$ cat src/rtl/acc_link_pkg.sv
package acc_link_pkg;

  typedef enum logic [3:0] {
    OP_NOP  = 4'd0,
    OP_CLR  = 4'd1,
    OP_CMP  = 4'd2,
    OP_INC  = 4'd3,
    OP_ADD  = 4'd4,
    OP_LCLR = 4'd5,
    OP_LSET = 4'd6,
    OP_ROTL = 4'd7,
    OP_ROTR = 4'd8,
    OP_SHL  = 4'd9,
    OP_SHR  = 4'd10,
    OP_EQL  = 4'd11,
    OP_LTS  = 4'd12
  } aluOp_t;

  typedef struct packed {
    logic clrAcc;
    logic invAcc;
    logic incAcc;
    logic addAcc;
    logic clrLink;
    logic setLink;
    logic rotate;
    logic shift;
    logic left;
    logic thruLink;
    logic cmpLog;
    logic cmpArith;
  } ctlStrobes_t;

endpackage

$ cat src/rtl/acc_link_ctrl.sv
module acc_link_ctrl
  import acc_link_pkg::*;
(
  input  logic        clk,
  input  logic        rst,
  input  logic        strobe,
  input  logic [3:0]  opCode,
  input  logic        useLink,
  output ctlStrobes_t ctl
);

  always_comb begin
    ctl = '0;
    if (strobe) begin
      unique case (opCode)
        OP_CLR:  ctl.clrAcc = 1'b1;
        OP_CMP:  ctl.invAcc = 1'b1;
        OP_INC:  ctl.incAcc = 1'b1;
        OP_ADD:  ctl.addAcc = 1'b1;
        OP_LCLR: ctl.clrLink = 1'b1;
        OP_LSET: ctl.setLink = 1'b1;
        OP_ROTL: begin ctl.rotate = 1'b1; ctl.left = 1'b1; ctl.thruLink = useLink; end
        OP_ROTR: begin ctl.rotate = 1'b1; ctl.thruLink = useLink; end
        OP_SHL:  begin ctl.shift = 1'b1; ctl.left = 1'b1; ctl.thruLink = useLink; end
        OP_SHR:  begin ctl.shift = 1'b1; ctl.thruLink = useLink; end
        OP_EQL:  ctl.cmpLog = 1'b1;
        OP_LTS:  ctl.cmpArith = 1'b1;
        default: ctl = '0;
      endcase
    end
  end

  AST_ONE_ACTION: assert property (@(posedge clk) disable iff (rst)
    $onehot0({ctl.clrAcc, ctl.invAcc, ctl.incAcc, ctl.addAcc, ctl.clrLink,
              ctl.setLink, ctl.rotate, ctl.shift, ctl.cmpLog, ctl.cmpArith}));

  AST_IDLE_QUIET: assert property (@(posedge clk) disable iff (rst)
    !strobe |-> (ctl == '0));

endmodule

$ cat src/rtl/acc_link_datapath.sv
module acc_link_datapath
  import acc_link_pkg::*;
#(
  parameter int DATA_W = 12
) (
  input  logic              clk,
  input  logic              rst,
  input  ctlStrobes_t       ctl,
  input  logic [DATA_W-1:0] opnd,
  output logic [DATA_W-1:0] accQ,
  output logic              linkQ,
  output logic              flagQ
);

  localparam int MSB = DATA_W - 1;

  logic [DATA_W:0]   sumW;
  logic [DATA_W:0]   incW;
  logic [DATA_W-1:0] accNext;
  logic              linkNext;
  logic              flagNext;

  assign sumW = {1'b0, accQ} + {1'b0, opnd};
  assign incW = {1'b0, accQ} + {{DATA_W{1'b0}}, 1'b1};

  always_comb begin
    accNext  = accQ;
    linkNext = linkQ;
    if (ctl.clrAcc) accNext = '0;
    if (ctl.invAcc) accNext = ~accQ;
    if (ctl.incAcc) begin
      accNext  = incW[MSB:0];
      linkNext = linkQ ^ incW[DATA_W];
    end
    if (ctl.addAcc) begin
      accNext  = sumW[MSB:0];
      linkNext = linkQ ^ sumW[DATA_W];
    end
    if (ctl.clrLink) linkNext = 1'b0;
    if (ctl.setLink) linkNext = 1'b1;
    if (ctl.rotate) begin
      if (ctl.left) begin
        if (ctl.thruLink) begin
          accNext  = {accQ[MSB-1:0], linkQ};
          linkNext = accQ[MSB];
        end else begin
          accNext = {accQ[MSB-1:0], accQ[MSB]};
        end
      end else begin
        if (ctl.thruLink) begin
          accNext  = {linkQ, accQ[MSB:1]};
          linkNext = accQ[0];
        end else begin
          accNext = {accQ[0], accQ[MSB:1]};
        end
      end
    end
    if (ctl.shift) begin
      if (ctl.left) begin
        accNext = {accQ[MSB-1:0], 1'b0};
        if (ctl.thruLink) linkNext = accQ[MSB];
      end else begin
        if (ctl.thruLink) begin
          accNext  = {linkQ, accQ[MSB:1]};
          linkNext = 1'b0;
        end else begin
          accNext = {1'b0, accQ[MSB:1]};
        end
      end
    end
  end

  always_comb begin
    flagNext = 1'b0;
    if (ctl.cmpLog)   flagNext = (accQ == opnd);
    if (ctl.cmpArith) flagNext = ($signed(accQ) < $signed(opnd));
  end

  always_ff @(posedge clk) begin
    if (rst) begin
      accQ  <= '0;
      linkQ <= 1'b0;
      flagQ <= 1'b0;
    end else begin
      accQ  <= accNext;
      linkQ <= linkNext;
      flagQ <= flagNext;
    end
  end

  AST_HOLD_IDLE: assert property (@(posedge clk) disable iff (rst)
    (ctl == '0) |=> ($stable(accQ) && $stable(linkQ)));

  AST_INC_WRAP: assert property (@(posedge clk) disable iff (rst)
    ctl.incAcc |=> ((accQ == '0) == (linkQ != $past(linkQ))));

  AST_ADD_TOGGLE: assert property (@(posedge clk) disable iff (rst)
    ctl.addAcc |=> ((accQ < $past(accQ)) == (linkQ != $past(linkQ))));

  AST_LINK_ONLY: assert property (@(posedge clk) disable iff (rst)
    (ctl.clrLink || ctl.setLink) |=> ($stable(accQ) && (linkQ == $past(ctl.setLink))));

  AST_CMP_KEEP: assert property (@(posedge clk) disable iff (rst)
    (ctl.cmpLog || ctl.cmpArith) |=> ($stable(accQ) && $stable(linkQ)));

  AST_FLAG_PULSE: assert property (@(posedge clk) disable iff (rst)
    flagQ |-> $past(ctl.cmpLog || ctl.cmpArith));

endmodule

$ cat src/rtl/acc_link_unit.sv
module acc_link_unit
  import acc_link_pkg::*;
#(
  parameter int DATA_W = 12
) (
  input  logic              clk,
  input  logic              rst,
  input  logic              strobe,
  input  logic [3:0]        opCode,
  input  logic              useLink,
  input  logic [DATA_W-1:0] operand,
  output logic [DATA_W-1:0] acc,
  output logic              link,
  output logic              cmpFlag
);

  ctlStrobes_t ctl;

  acc_link_ctrl u_ctrl (
    .clk     (clk),
    .rst     (rst),
    .strobe  (strobe),
    .opCode  (opCode),
    .useLink (useLink),
    .ctl     (ctl)
  );

  acc_link_datapath #(.DATA_W(DATA_W)) u_dp (
    .clk   (clk),
    .rst   (rst),
    .ctl   (ctl),
    .opnd  (operand),
    .accQ  (acc),
    .linkQ (link),
    .flagQ (cmpFlag)
  );

endmodule

$ cat config.mk
export PLATFORM = sky130hd
export DESIGN_NAME = acc_link_unit
export DESIGN_NICKNAME = d
export VERILOG_FILES = /design/src/rtl/acc_link_pkg.sv /design/src/rtl/acc_link_ctrl.sv /design/src/rtl/acc_link_datapath.sv /design/src/rtl/acc_link_unit.sv
export SDC_FILE = /design/constraint.sdc
export NUM_CORES = 1
export LEC_CHECK = 0
export ABC_AREA = 1
export ABC_CLOCK_PERIOD_IN_PS = 1750
export BUFFER_PORTS_ARGS = -buffer_cell sky130_fd_sc_hd__buf_2
export CAP_MARGIN = 20
export CORE_MARGIN = 1.5
export CORE_UTILIZATION = 51
export DETAILED_ROUTE_END_ITERATION = 10
export HOLD_SLACK_MARGIN = 0.08
export PLACE_DENSITY = 0.75
export SETUP_SLACK_MARGIN = 0.05
export SLEW_MARGIN = 20
export SYNTH_ARGS = -nofsm -noshare
export SYNTH_HDL_FRONTEND = slang
export SYNTH_SLANG_ARGS = --single-unit
$ cat constraint.sdc
create_clock -name clk -period 1.75 [get_ports clk]
set_input_delay 0.2625 -clock clk [delete_from_list [all_inputs] [get_ports clk]]
set_output_delay 0.2625 -clock clk [all_outputs]
set_load 0.03 [all_outputs]
==> summary.md, run 1 <==
Power spread over the standard cell area amounts to 457.6 nW/um^2. The logs give 77.56% for the final core utilization and 12.09% for the part of the Yosys area used for sequential elements. The quantity of I/O buffers inserted on ports was 33. The clock period minus final worst setup slack was 1868 ps. The tools report the CTS root buffer as sky130_fd_sc_hd__clkbuf_8. The class of the most critical hold timing path was primary input to register. The post-synthesis net count came out at 424. The tools report the die area as 4960 sq um. TritonCTS built the clock tree. Cell area after synthesis: 2318 sq um. Based on the critical path, the design can be clocked at up to 535.2 MHz. Once detail routing completed, the nets flagged for antenna violations numbered 0.

Entering global routing, the biggest net connects 13 pins. The tools report the area of all placed cells without fillers as 3377 sq um. The first global-routing pass estimated 12250 um of wire.

The largest fanout on the critical path was 5; the clock tree skew after final layout was 4.260 ps. The logs give 0 for the hold buffer count at cts and 4354 sq um for the core outline area. 0 antenna diodes ended up in the layout.

The logs give 1 for the H-tree level count and 0.001628 uW for the leakage power total. The worst-case IR drop observed on VDD is 0.3140 mV. The checks that failed: negative setup slack. The post-route worst setup slack came out at -118.4 ps. The synthesized netlist contains 39 unique library cells. The commonest non-fill, non-tap cell in the layout is sky130_fd_sc_hd__nand2_1. In this run the tightest slew margin relative to its limit is 77.63%. The floorplan step set the die height to 70.43 um.

The tools report the number of instances in the synthesized netlist as 378. For the count of endpoints failing setup in the final report, the log shows 5. Overall global routing resource usage: 30.72%.

For the worst setup path, the data arrival time is 2040 ps. The HPWL after detailed placement is 5935 um. The vias per cell came out at 5.827. The top cell types in the final layout, fill and taps aside, are sky130_fd_sc_hd__nand2_1 (71), sky130_fd_sc_hd__buf_4 (57), sky130_fd_sc_hd__inv_1 (50), sky130_fd_sc_hd__buf_2 (33), sky130_fd_sc_hd__nand3_1 (24). For this configuration, the core starts out at a cell density of 53.25%. STA puts the critical path data required time at 1920 ps. The worst setup path is of the register to register kind. The total overflow left after global routing is 0. The floorplan has 24 rows. The number of filler instances in the final layout was 322; the horizontal die dimension was 70.43 um. The clock net in this run drives a total of 14 sinks. The final weighted congestion in routability-driven placement was 0.9819.

After detailed routing, the number of remaining DRC violations is 0. The tools report the kind of capture point of the worst setup path as a register. The first detailed-routing pass took 5 iterations.

The tools report the number of primary I/O pins as 34. Setup repair after global routing could not meet its margin everywhere. The run gives 310 as the starting DRC count in detailed routing. The post-CTS clock slew at the launch and capture registers of the worst setup and hold paths is 70 ps, and the placed standard-cell area is 2989 sq um.

The mean post-synth cell area was 6.134 sq um. The clock latency on the worst-skew pair was 260 ps; the number of hold violations in the final report was 0. The number of buffers inserted during clock tree synthesis was 3; the worst setup slack after placement was -209.6 ps. The run gives 2725 as the via count of the first global-routing pass.

The flow ran to the end, but the final reports show violations. During synthesis, Yosys emitted a total of 0 warnings. Relative to the synthesized area, the layout overhead comes to 45.66%. The final net count was 515; the initial antenna violation count was 0.

The flip-flop and latch count after synthesis was 14. The routed layout has 3030 vias. No sink is reached through more buffers than the 2 on the longest clock path.

The share of the clock period used by the worst path after layout is 106.8%, and the final wirelength is 8098 um. The tools report the number of max-capacitance violations reported as 0. The worst setup path is launched from a register. The slew at the pin with the worst max-slew slack is 333.6 ps, and the share of final-layout standard cells stronger than drive strength 1 is 42.31%. The mean routed wirelength per cell came out at 15.57 um. The tools report the final-report max-slew violation count as 0.
## metal layers
layer | wire length, um | global-route usage [%] | part of all wire (%) | vias up
li1 | - | - | - | 1444
met1 | 3212 | 38.86 | 40 | 1364
met2 | 3842 | 52.10 | 47 | 191
met3 | 761 | 3.319 | 9.4 | 31
met4 | 282 | 13.68 | 3.5 | 0
met5 | 0 | 0 | 0 | -
## what timing repair did
action,4_1_cts,5_1_grt
setup endpoints to repair,10,11
gates resized for setup,26,46
buffers inserted,3,0
pin swaps,2,13
## logic make-up after synthesis
logic type / after synthesis / synth area share, %
flip-flops: 14 / 12.09
adder cells (fa/ha/maj): 26 / 14.36
AO/OA/AOI/OAI: 92 / 23.96
AND/OR/NAND/NOR: 167 / 33.89
XOR/XNOR: 5 / 1.889
buffers and inverters: 74 / 13.81
## power by group
group	switching, uW	leakage [uW]	internal (uW)
clock network	145	0.0000228	162
logic	509	0.00148	363
registers	26.8	0.000121	340
## worst max-delay path: stages, from the launching register on
cell	delay (ps)
sky130_fd_sc_hd__dfxtp_4	360
sky130_fd_sc_hd__ha_4	160
sky130_fd_sc_hd__fa_2	360
sky130_fd_sc_hd__nand3_2	90
sky130_fd_sc_hd__nand2_2	70
sky130_fd_sc_hd__nand2_2	80
sky130_fd_sc_hd__nand2_4	70
sky130_fd_sc_hd__a21oi_2	170
sky130_fd_sc_hd__o21ai_1	100
sky130_fd_sc_hd__nand3_1	80
sky130_fd_sc_hd__o21ai_1	60
sky130_fd_sc_hd__a21oi_1	170
## Yosys cell counts, drive strengths merged
master	count	area, sq um
nand2	85	339.1
inv	65	244.0
o21ai	33	183.9
a21oi	32	163.9
nand3	31	177.7
nor2	28	127.6
ha	25	312.8
dfxtp	14	280.3
nand4	12	81.33
nor3	9	45.04
o211ai	9	77.57
buf	8	71.31
a211oi	4	30.03
xor2	4	35.03
a31oi	3	18.77
o21bai	3	22.52
o22ai	3	18.77
o31ai	2	15.01
a21o	1	7.510
a31o	1	8.760
clkinv	1	5.000
fa	1	20.02
o41ai	1	8.760
or2	1	6.260
or3b	1	8.760
xnor2	1	8.760
## cell type report
type / instances / area [sq um] / share of cell area [%]
Timing Repair Buffer: 94 / 655.6 / 19.41
Tap cell: 52 / 65.06 / 1.927
Clock buffer: 4 / 45.04 / 1.334
Sequential cell: 14 / 314.1 / 9.300
Inverter: 66 / 249.0 / 7.373
Multi-Input combinational cell: 290 / 2048 / 60.65
## path summary, 6_finish.rpt
check / endpoint / slack [ps] / start / cells past startpoint
setup / recovery: u_dp.accQ[8]$_SDFFE_PP0P_ / -120 / u_dp.accQ[0]$_SDFFE_PP0P_ / 11
hold / removal: u_dp.linkQ$_SDFF_PP0_ / 330 / useLink / 3
setup reg to reg: u_dp.accQ[8]$_SDFFE_PP0P_ / -120 / u_dp.accQ[0]$_SDFFE_PP0P_ / 11
hold reg to reg: u_dp.accQ[1]$_SDFFE_PP0P_ / 560 / u_dp.accQ[1]$_SDFFE_PP0P_ / 2
## stage by stage
| step | std cells | TNS (ps) | total power (uW) | hold WS (ps) |
|---|---|---|---|---|
| final | 520 | -281.2 | 1545 | 332.4 |
| after global routing | 520 | -677.1 | 1620 | 353.5 |
| after CTS | 520 | -147.6 | 1441 | 319.1 |
| after detailed placement | 513 | -922.6 | 1089 | 526.9 |
| after global placement | 513 | -597.6 | 1074 | 523.0 |
| after floorplan | 378 | 0 | 779.7 | 442.1 |
## sequential cells by signal, indices dropped and copies added, names as in the netlist
register and flops:
u_dp.accQ 12, u_dp.flagQ 1, u_dp.linkQ 1
Power figures use the tool's default switching activity.
==> inputs of run 2 (changes only) <==
--- a/config.mk
+++ b/config.mk
@@ -10,10 +10,10 @@
 export BUFFER_PORTS_ARGS = -buffer_cell sky130_fd_sc_hd__buf_2
 export CAP_MARGIN = 20
 export CORE_MARGIN = 1.5
-export CORE_UTILIZATION = 51
+export CORE_UTILIZATION = 53
 export DETAILED_ROUTE_END_ITERATION = 10
 export HOLD_SLACK_MARGIN = 0.08
-export PLACE_DENSITY = 0.75
+export PLACE_DENSITY = 0.78
 export SETUP_SLACK_MARGIN = 0.05
 export SLEW_MARGIN = 20
 export SYNTH_ARGS = -nofsm -noshare
==> run 2 against run 1 <==
Effect of this change:
- power rose by 3.8%
- sequential cell count did not move
- clock-buffer cell count did not move
- sequential power barely moved
- die area fell by 3.6%
- routed wire length rose by 10%
- critical path depth fell by 4
- the flow still finishes with violations (negative setup slack)
- global-route usage rose by 3.1 points
==> summary.md, run 2 (synthesis results as in run 1) <==
The class of the most critical hold timing path is primary input to register. The number of buffers inserted during clock tree synthesis was 3. The tool flagged a number of max-cap violations equal to 0. The overall global routing resource usage was 33.79%; the required time reported for the critical path endpoint was 1920 ps. For the final-report max-slew violation count, the log shows 0. After layout, the worst path uses 104.0% of the clock period.

Via count of the first global-routing pass: 2884. By startpoint and endpoint, the worst setup path is classified as register to register. The flip-flop count of the largest register, all copies and words added is 12. The clock network burns 19.2% of the power. The floorplan has 23 rows.

Core outline area: 4115 sq um. At the placement stage, the worst setup path has a slack of -328.5 ps. The switching component of the power is 723.6 uW, and the sequential power share is 23.0%. The largest registers in the layout are u_dp.accQ (12), u_dp.flagQ (1), u_dp.linkQ (1). The initial utilization of the core area, before any placement, comes to 56.34%.

The run gives 3 as the count of endpoints failing setup in the final report. The tools report the clock tree skew after final layout as 8.889 ps. Wires add up to 8942 um. The logs give -108.1 ps for the sum of negative setup slack and 14 for the sink count of the clock tree. The post-CTS clock slew at the launch and capture registers of the worst setup and hold paths is 60 ps.

The total power per unit cell area was 459.5 nW/um^2. Relative to the synthesized area, the layout overhead comes to 50.62%. For this block, the via count after detailed routing is 3108.

The final layout contains 517 nets. Leaving out fill and tap cells, the most frequent cells in the layout are sky130_fd_sc_hd__nand2_1 (69), sky130_fd_sc_hd__buf_4 (59), sky130_fd_sc_hd__inv_1 (46), sky130_fd_sc_hd__buf_2 (33), sky130_fd_sc_hd__nand3_1 (22). Data on the critical path arrives at its endpoint at 1990 ps. The tools report the H-tree level count as 1. The mean routed wirelength per cell works out to 17.20 um.

The remaining antenna violation count after routing was 0; the buffer depth of the longest clock path was 2. The tree is rooted in a sky130_fd_sc_hd__clkbuf_8. After the first detailed-routing iteration, the DRC count stood at 392. For the clock latency on the worst-skew pair, the log shows 260 ps. The run finished, with violations left. The first TritonRoute pass finished after 5 iterations. The first global-routing pass estimated 13190 um of wire. For the pin with the worst max-slew slack, the measured transition is 301.4 ps. The floorplan step defined a die boundary enclosing 4780 sq um. The logic gate share of total power was 57.8%. Dividing the detail-routed via count by the number of cells gives 5.977. The run gives 0.3043 mV as the maximum vdd drop. The worst setup path is launched from a register. The tools report the kind of capture point of the worst setup path as a register. At the end of routability-driven placement, the weighted congestion stood at 0.9228. Entering global routing, the biggest net connects 15 pins.

The horizontal die dimension was 69.14 um. The hold buffer count at cts was 0; the leftover overflow at the end of global routing was 0. The quantity of I/O buffers inserted on ports came out at 33.

The library cell used most frequently in the layout, excluding fill and tap cells, is sky130_fd_sc_hd__nand2_1. The clock period minus final worst setup slack was 1820 ps. TritonCTS built the clock tree. The number of diodes was 0; the total power draw was 1605 uW. 34 I/O pins were placed. Number of filler instances in the final layout: 254. The post-route DRC violation count is 0.

After the flow finishes, the layout carries non-filler instances totaling 520. The die is 69.14 um tall. u_dp.accQ holds more flip-flops than any other register. The initial antenna violation count was 0.

The number of hold violations in the final report came out at 0. The tools report the post-route worst setup slack as -69.90 ps. In this run switching power makes up 45.09% of total power.

For the headroom to the max-slew limit, the log shows 79.86%. The logs give 6074 um for the final HPWL from detailed placement and 881.2 uW for the internal power of the cells. The run gives 549.5 MHz as the fmax. The tools report the cell count after placement as 514. For this design the static power due to leakage is 0.001662 uW.

The final reports fail on negative setup slack. Setup repair after global routing could not meet its margin everywhere. The share of final-layout standard cells stronger than drive strength 1 was 46.60%; the largest fanout on the critical path was 5.
-- run 2: changes by cell type in the layout (fill, tap and decap cells not counted), sizes merged --
cell | previous run | this run
buf | 94 | 96
-- run 2: routing by layer --
metal | up-vias | GRT usage, % | wire (um)
met5 | - | 0 | 0
met1 | 1406 | 40.80 | 3448
met3 | 44 | 4.971 | 811
li1 | 1453 | - | -
met4 | 0 | 11.11 | 368
met2 | 205 | 60.79 | 4314
-- run 2: stage by stage --
step                instance area, sq um  util (%)  hold slack, ps
finish                              3492     84.86           319.7
global route                        3492     84.86           342.7
CTS                                 3212     78.05           319.4
detailed placement                  2984     72.51           585.4
global placement                    2984     72.51           584.8
floorplan                           2370         -           442.1
-- run 2: worst max-delay path, cell delays in order, from the launching register on --
cell                      delay, ps
sky130_fd_sc_hd__dfxtp_4        370
sky130_fd_sc_hd__ha_4           320
sky130_fd_sc_hd__nand2_1        120
sky130_fd_sc_hd__nor3_2         170
sky130_fd_sc_hd__nand2_1        170
sky130_fd_sc_hd__o41ai_2        250
sky130_fd_sc_hd__nand2_1        130
sky130_fd_sc_hd__a21oi_1        200
-- run 2: path summary, 6_finish.rpt --
kind / from / endpoint / cells after the start / slack [ps]
max: u_dp.accQ[6]$_SDFFE_PP0P_ / u_dp.flagQ$_SDFF_PP0_ / 7 / -70
min reg2reg: u_dp.accQ[10]$_SDFFE_PP0P_ / u_dp.accQ[10]$_SDFFE_PP0P_ / 3 / 660
min: useLink / u_dp.linkQ$_SDFF_PP0_ / 3 / 320
max reg2reg: u_dp.accQ[6]$_SDFFE_PP0P_ / u_dp.flagQ$_SDFF_PP0_ / 7 / -70
-- run 2: power groups by stage --
| stage | combinational, uW | clock, uW | sequential [uW] |
|---|---|---|---|
| global route | 994 | 317 | 370 |
| global placement | 701 | 0 | 365 |
| detailed placement | 719 | 0 | 367 |
| floorplan | 350 | 0 | 430 |
| CTS | 785 | 306 | 365 |
| finish | 928 | 309 | 368 |
-- run 2: area by class of cell --
| type | instances | area (sq um) | area share [%] |
|---|---|---|---|
| Multi-Input combinational cell | 290 | 2158 | 61.81 |
| Timing Repair Buffer | 96 | 653.1 | 18.70 |
| Sequential cell | 14 | 316.6 | 9.065 |
| Inverter | 66 | 256.5 | 7.345 |
| Tap cell | 50 | 62.56 | 1.791 |
| Clock buffer | 4 | 45.04 | 1.290 |
-- run 2: what timing repair did --
item	CTS	global route
setup buffers	1	1
gates resized for setup	39	64
pin swaps	16	24
setup endpoints to repair	8	11
==> inputs of run 3 (changes only) <==
--- a/config.mk
+++ b/config.mk
@@ -5,7 +5,6 @@
 export SDC_FILE = /design/constraint.sdc
 export NUM_CORES = 1
 export LEC_CHECK = 0
-export ABC_AREA = 1
 export ABC_CLOCK_PERIOD_IN_PS = 1750
 export BUFFER_PORTS_ARGS = -buffer_cell sky130_fd_sc_hd__buf_2
 export CAP_MARGIN = 20
==> run 3 against run 2 <==
Effect of this change:
- the flow still finishes with violations (negative setup slack)
- via count rose by 6.9%
- synthesized area grew 1.2%
- synthesized cell count is 18% lower
- sequential cell count is the same
- clock-buffer cell count stayed put
- design area is 4.1% higher
- power rose by 3.4%
- setup slack got worse by 560 ps
- global-route usage up 3.6 points
- die area grew 1.1%
- largest power group unchanged
- critical path depth up 1
==> summary.md, run 3 <==
Global routing finished with a remaining overflow of 0. The final net count is 478. The tree is rooted in a sky130_fd_sc_hd__clkbuf_8. After detailed routing, the total wire length is 10480 um. The number of enable-type register cells in the synthesized netlist works out to 0. Counting instances in the post-synthesis netlist gives the leading cell types as sky130_fd_sc_hd__nand2_1 (29), sky130_fd_sc_hd__ha_1 (25), sky130_fd_sc_hd__inv_1 (22), sky130_fd_sc_hd__nor2_1 (22), sky130_fd_sc_hd__a21oi_1 (20). In this run the standard cell core region covers 4294 sq um. Walking the worst path, the cells encountered are ha_4, buf_4, nor3b_1, a2111oi_4, o21ai_4, a221oi_2, mux2_4, a22o_1. The initial antenna violation count is 0.

The register ranked first by flip-flop count was u_dp.accQ. TritonCTS built the clock tree. The largest total area in the synthesized netlist belongs to sky130_fd_sc_hd__ha_1. Critical path buffer and inverter count: 1. By area, the combinational part of the netlist is dominated by compound AO/OA/AOI/OAI gates. For this block, the via count after detailed routing is 3324. STA classifies the critical path endpoint as a register. The area added between synthesis and finish was 54.93%. By area the synthesized netlist is led by sky130_fd_sc_hd__ha_1 (13%), sky130_fd_sc_hd__dfxtp_1 (12%), sky130_fd_sc_hd__nand2_1 (4.6%), sky130_fd_sc_hd__a21oi_1 (4.3%), sky130_fd_sc_hd__a211oi_1 (4.2%). Clock tree skew after final layout: 5.542 ps.

In this run the vertical extent of the chip is 69.53 um. The largest single stage delay on the critical path is 370 ps. The tools report the data arrival time at the worst-slack endpoint as 2520 ps.

Dividing the detail-routed via count by the number of cells gives 6.882. Yosys printed 0 warnings. In this run the cell area of the synthesized design comes to 2346 sq um. Summing all placed instances gives a cell area of 3366 sq um. The area of the multi-input gates is 2157 sq um. At the pin with the least slew margin, the transition time is 685.9 ps. The run gives 0 as the number of hold violations in the final report. The largest registers in the layout are u_dp.accQ (12), u_dp.flagQ (1), u_dp.linkQ (1). The slowest stage of the critical path is the sky130_fd_sc_hd__dfxtp_4 cell. For the worst setup path, the data required time is 1890 ps. Post-route worst setup slack: -632.8 ps. In this run the power density over the cells is 456.4 nW/um^2. For this design the static power due to leakage is 0.001645 uW. The class of the most critical hold timing path was primary input to register. The register with the most flip-flops in the layout has 12 of them.

Setup violations remaining at the end of the flow were counted as 9. The first global-routing pass estimated 14710 um of wire. Setup repair after global routing could not meet its margin everywhere. The first detailed-routing pass ran for 5 iterations. The number of clock buffers added by TritonCTS is 3. The buffer depth of the longest clock path was 2; the largest fanout on the critical path was 5. The overall global routing resource usage was 37.37%.

The final reports fail on negative setup slack. For the via count of the first global-routing pass, the log shows 3134. The worst path needs 2383 ps of the cycle, external delays included. The repair_antennas step left the layout with diodes totalling 0. The initial utilization of the core area, before any placement, comes to 54.63%.

The kind of cell adding the most delay to the critical path was compound AO/OA/AOI/OAI gates. The mean post-synth cell area is 7.543 sq um, and the headroom to the max-slew limit is 54.18%. The final-report max-slew violation count was 0; the number of standard cells in the final layout excluding fillers was 483. Sequential cells were found to cover 11.95% of the synthesized design area. Entering global routing, the biggest net connects 17 pins. The post-synthesis mux area share works out to 6.240%.

For this design the top-level I/O count stands at 34. Once detail routing completed, the nets flagged for antenna violations numbered 0. The share of final-layout standard cells stronger than drive strength 1 came out at 46.17%. For this run, asynchronously set or reset flops after synthesis account for 0%.

The die area came out at 4834 sq um. The run gives 1 as the H-tree level count. Of the total synthesized cell area, the portion taken by full adders, half adders and majority gates is 14.19%.

The mean routed wirelength per cell was 21.69 um. In the final layout, flip-flops and latches occupy 314.1 sq um. The setup path with the least slack is of type register to register. The run finished, with violations left.

The netlist uses 71 different library cells. The share of the clock period used by the worst path after layout came out at 136.2%. Summing the areas of all xor and xnor instances in the mapped netlist gives 2.240% of the synthesized area.

Summing all non-filler instances in the final layout gives an area of 3635 sq um. The horizontal die dimension works out to 69.53 um. The tools report the number of instances in the synthesized netlist as 311.

The logs give 260 ps for the clock latency on the worst-skew pair and -474.7 ps for the worst setup slack after placement. In the routed design, unresolved DRC markers number 0. The sort of element at the start of the critical path was a register.

The most common cell in the netlist is sky130_fd_sc_hd__nand2_1. The cell count after placement was 471; the synthesized-area fraction occupied by ao, oa, aoi and oai cells was 29.60%. The post-synthesis net count was 357. After synthesis, the largest area contributor takes up 13.33% of total cell area.

The library cells used most frequently in the layout, excluding fill and tap cells, are sky130_fd_sc_hd__buf_4 (91), sky130_fd_sc_hd__buf_2 (33), sky130_fd_sc_hd__nand2_1 (29), sky130_fd_sc_hd__inv_1 (21), sky130_fd_sc_hd__nor2_1 (21). The total power draw is 1659 uW. Of the total synthesized cell area, the portion taken by AND, OR, NAND and NOR gates is 28.16%. The worst-case IR drop observed on VDD is 0.3459 mV. Based on the critical path, the design can be clocked at up to 419.7 MHz. The library cell used most frequently in the layout, excluding fill and tap cells, is sky130_fd_sc_hd__buf_4. The tree built by TritonCTS fans out to 14 sinks. The post-CTS clock slew at the launch and capture registers of the worst setup and hold paths was 80 ps. After the first detailed-routing iteration, the DRC count stood at 453. The wire-length estimate of the detail-placed layout is 6423 um. After synthesis the netlist holds a flip-flop and latch count of 14. The quantity of I/O buffers inserted on ports is 33. After filler insertion, the fill cell instance count of the layout stands at 239. The floorplan has 24 rows.

In the synthesized netlist the dominant register cell turns out to be sky130_fd_sc_hd__dfxtp_1. At the end of routability-driven placement, the weighted congestion stood at 0.9639. The tools report the number of max-capacitance violations reported as 0.
-- run 3: cell types whose count changed in the layout (fill, tap and decap cells not counted), moves of 7 or more --
cell / previous run / this run
sky130_fd_sc_hd__o21ai_2: 10 / 1
sky130_fd_sc_hd__nand2_2: 10 / 0
sky130_fd_sc_hd__nand3_1: 22 / 6
sky130_fd_sc_hd__o21ai_1: 11 / 3
sky130_fd_sc_hd__mux2i_1: 0 / 9
sky130_fd_sc_hd__ha_1: 8 / 15
sky130_fd_sc_hd__buf_4: 59 / 91
sky130_fd_sc_hd__nand2_1: 69 / 29
sky130_fd_sc_hd__a211oi_1: 3 / 10
sky130_fd_sc_hd__nand3_2: 8 / 1
sky130_fd_sc_hd__inv_1: 46 / 21
sky130_fd_sc_hd__inv_2: 16 / 0
-- run 3: cells by family (layout without fill, tap and decap cells) --
group,count (synthesis),count (layout)
adder cells (fa/ha/maj),26,26
buffers and inverters,38,158
XOR/XNOR,6,6
flip-flops,14,14
AND/OR/NAND/NOR,120,120
multiplexers,14,14
AO/OA/AOI/OAI,93,93
-- run 3: report_power, final --
group          leakage (uW)  switching [uW]  internal (uW)
Sequential         0.000121            28.0            338
Clock             0.0000228             151            162
Combinational       0.00150             529            451
Total               0.00165             707            951
-- run 3: routing by layer --
| metal | wire length [um] | share of wire (%) | GRT usage (%) |
|---|---|---|---|
| met5 | 0 | 0 | 0 |
| met4 | 660 | 6.3 | 17.21 |
| met3 | 1003 | 9.6 | 4.942 |
| met2 | 4943 | 47 | 63.03 |
| met1 | 3868 | 37 | 47.06 |
-- run 3: what timing repair did --
action	in CTS	in global routing
endpoints found under the setup margin	11	12
gates resized for setup	21	16
hold buffers	0	0
pin swaps	14	13
setup buffers	5	4
-- run 3: layout make-up --
class	instances	share of cell area [%]
clock buffer	4	1.239
inverter	22	2.341
multi-input combinational	259	59.35
sequential	14	8.640
tap	52	1.790
timing repair buffer	132	26.64
-- run 3: worst register-to-register path, delay by kind of cell, from the launching register on --
kind            cells  cell delay [ps]
compound gates      4             1010
fa+ha+maj           1              320
buf+inv             1              130
flops               1              370
mux                 1              340
simple gates        1              100
-- run 3: final timing paths --
| path | start | endpoint | slack, ps | cells past startpoint |
|---|---|---|---|---|
| hold reg to reg | u_dp.accQ[10]$_SDFFE_PP0P_ | u_dp.accQ[10]$_SDFFE_PP0P_ | 640 | 3 |
| setup / recovery | u_dp.accQ[6]$_SDFFE_PP0P_ | u_dp.accQ[11]$_SDFFE_PP0P_ | -630 | 8 |
| hold / removal | rst | u_dp.accQ[10]$_SDFFE_PP0P_ | 430 | 2 |
| setup reg to reg | u_dp.accQ[6]$_SDFFE_PP0P_ | u_dp.accQ[11]$_SDFFE_PP0P_ | -630 | 8 |
-- run 3: through the flow --
stage	util [%]	TNS (ps)	hold WS (ps)
final	84.64	-3569	432.0
after global routing	84.64	-4318	443.6
after CTS	82.34	-2136	395.5
after detailed placement	78.38	-3309	621.8
after global placement	78.38	-2602	614.3
after floorplan	-	-1661	329.2
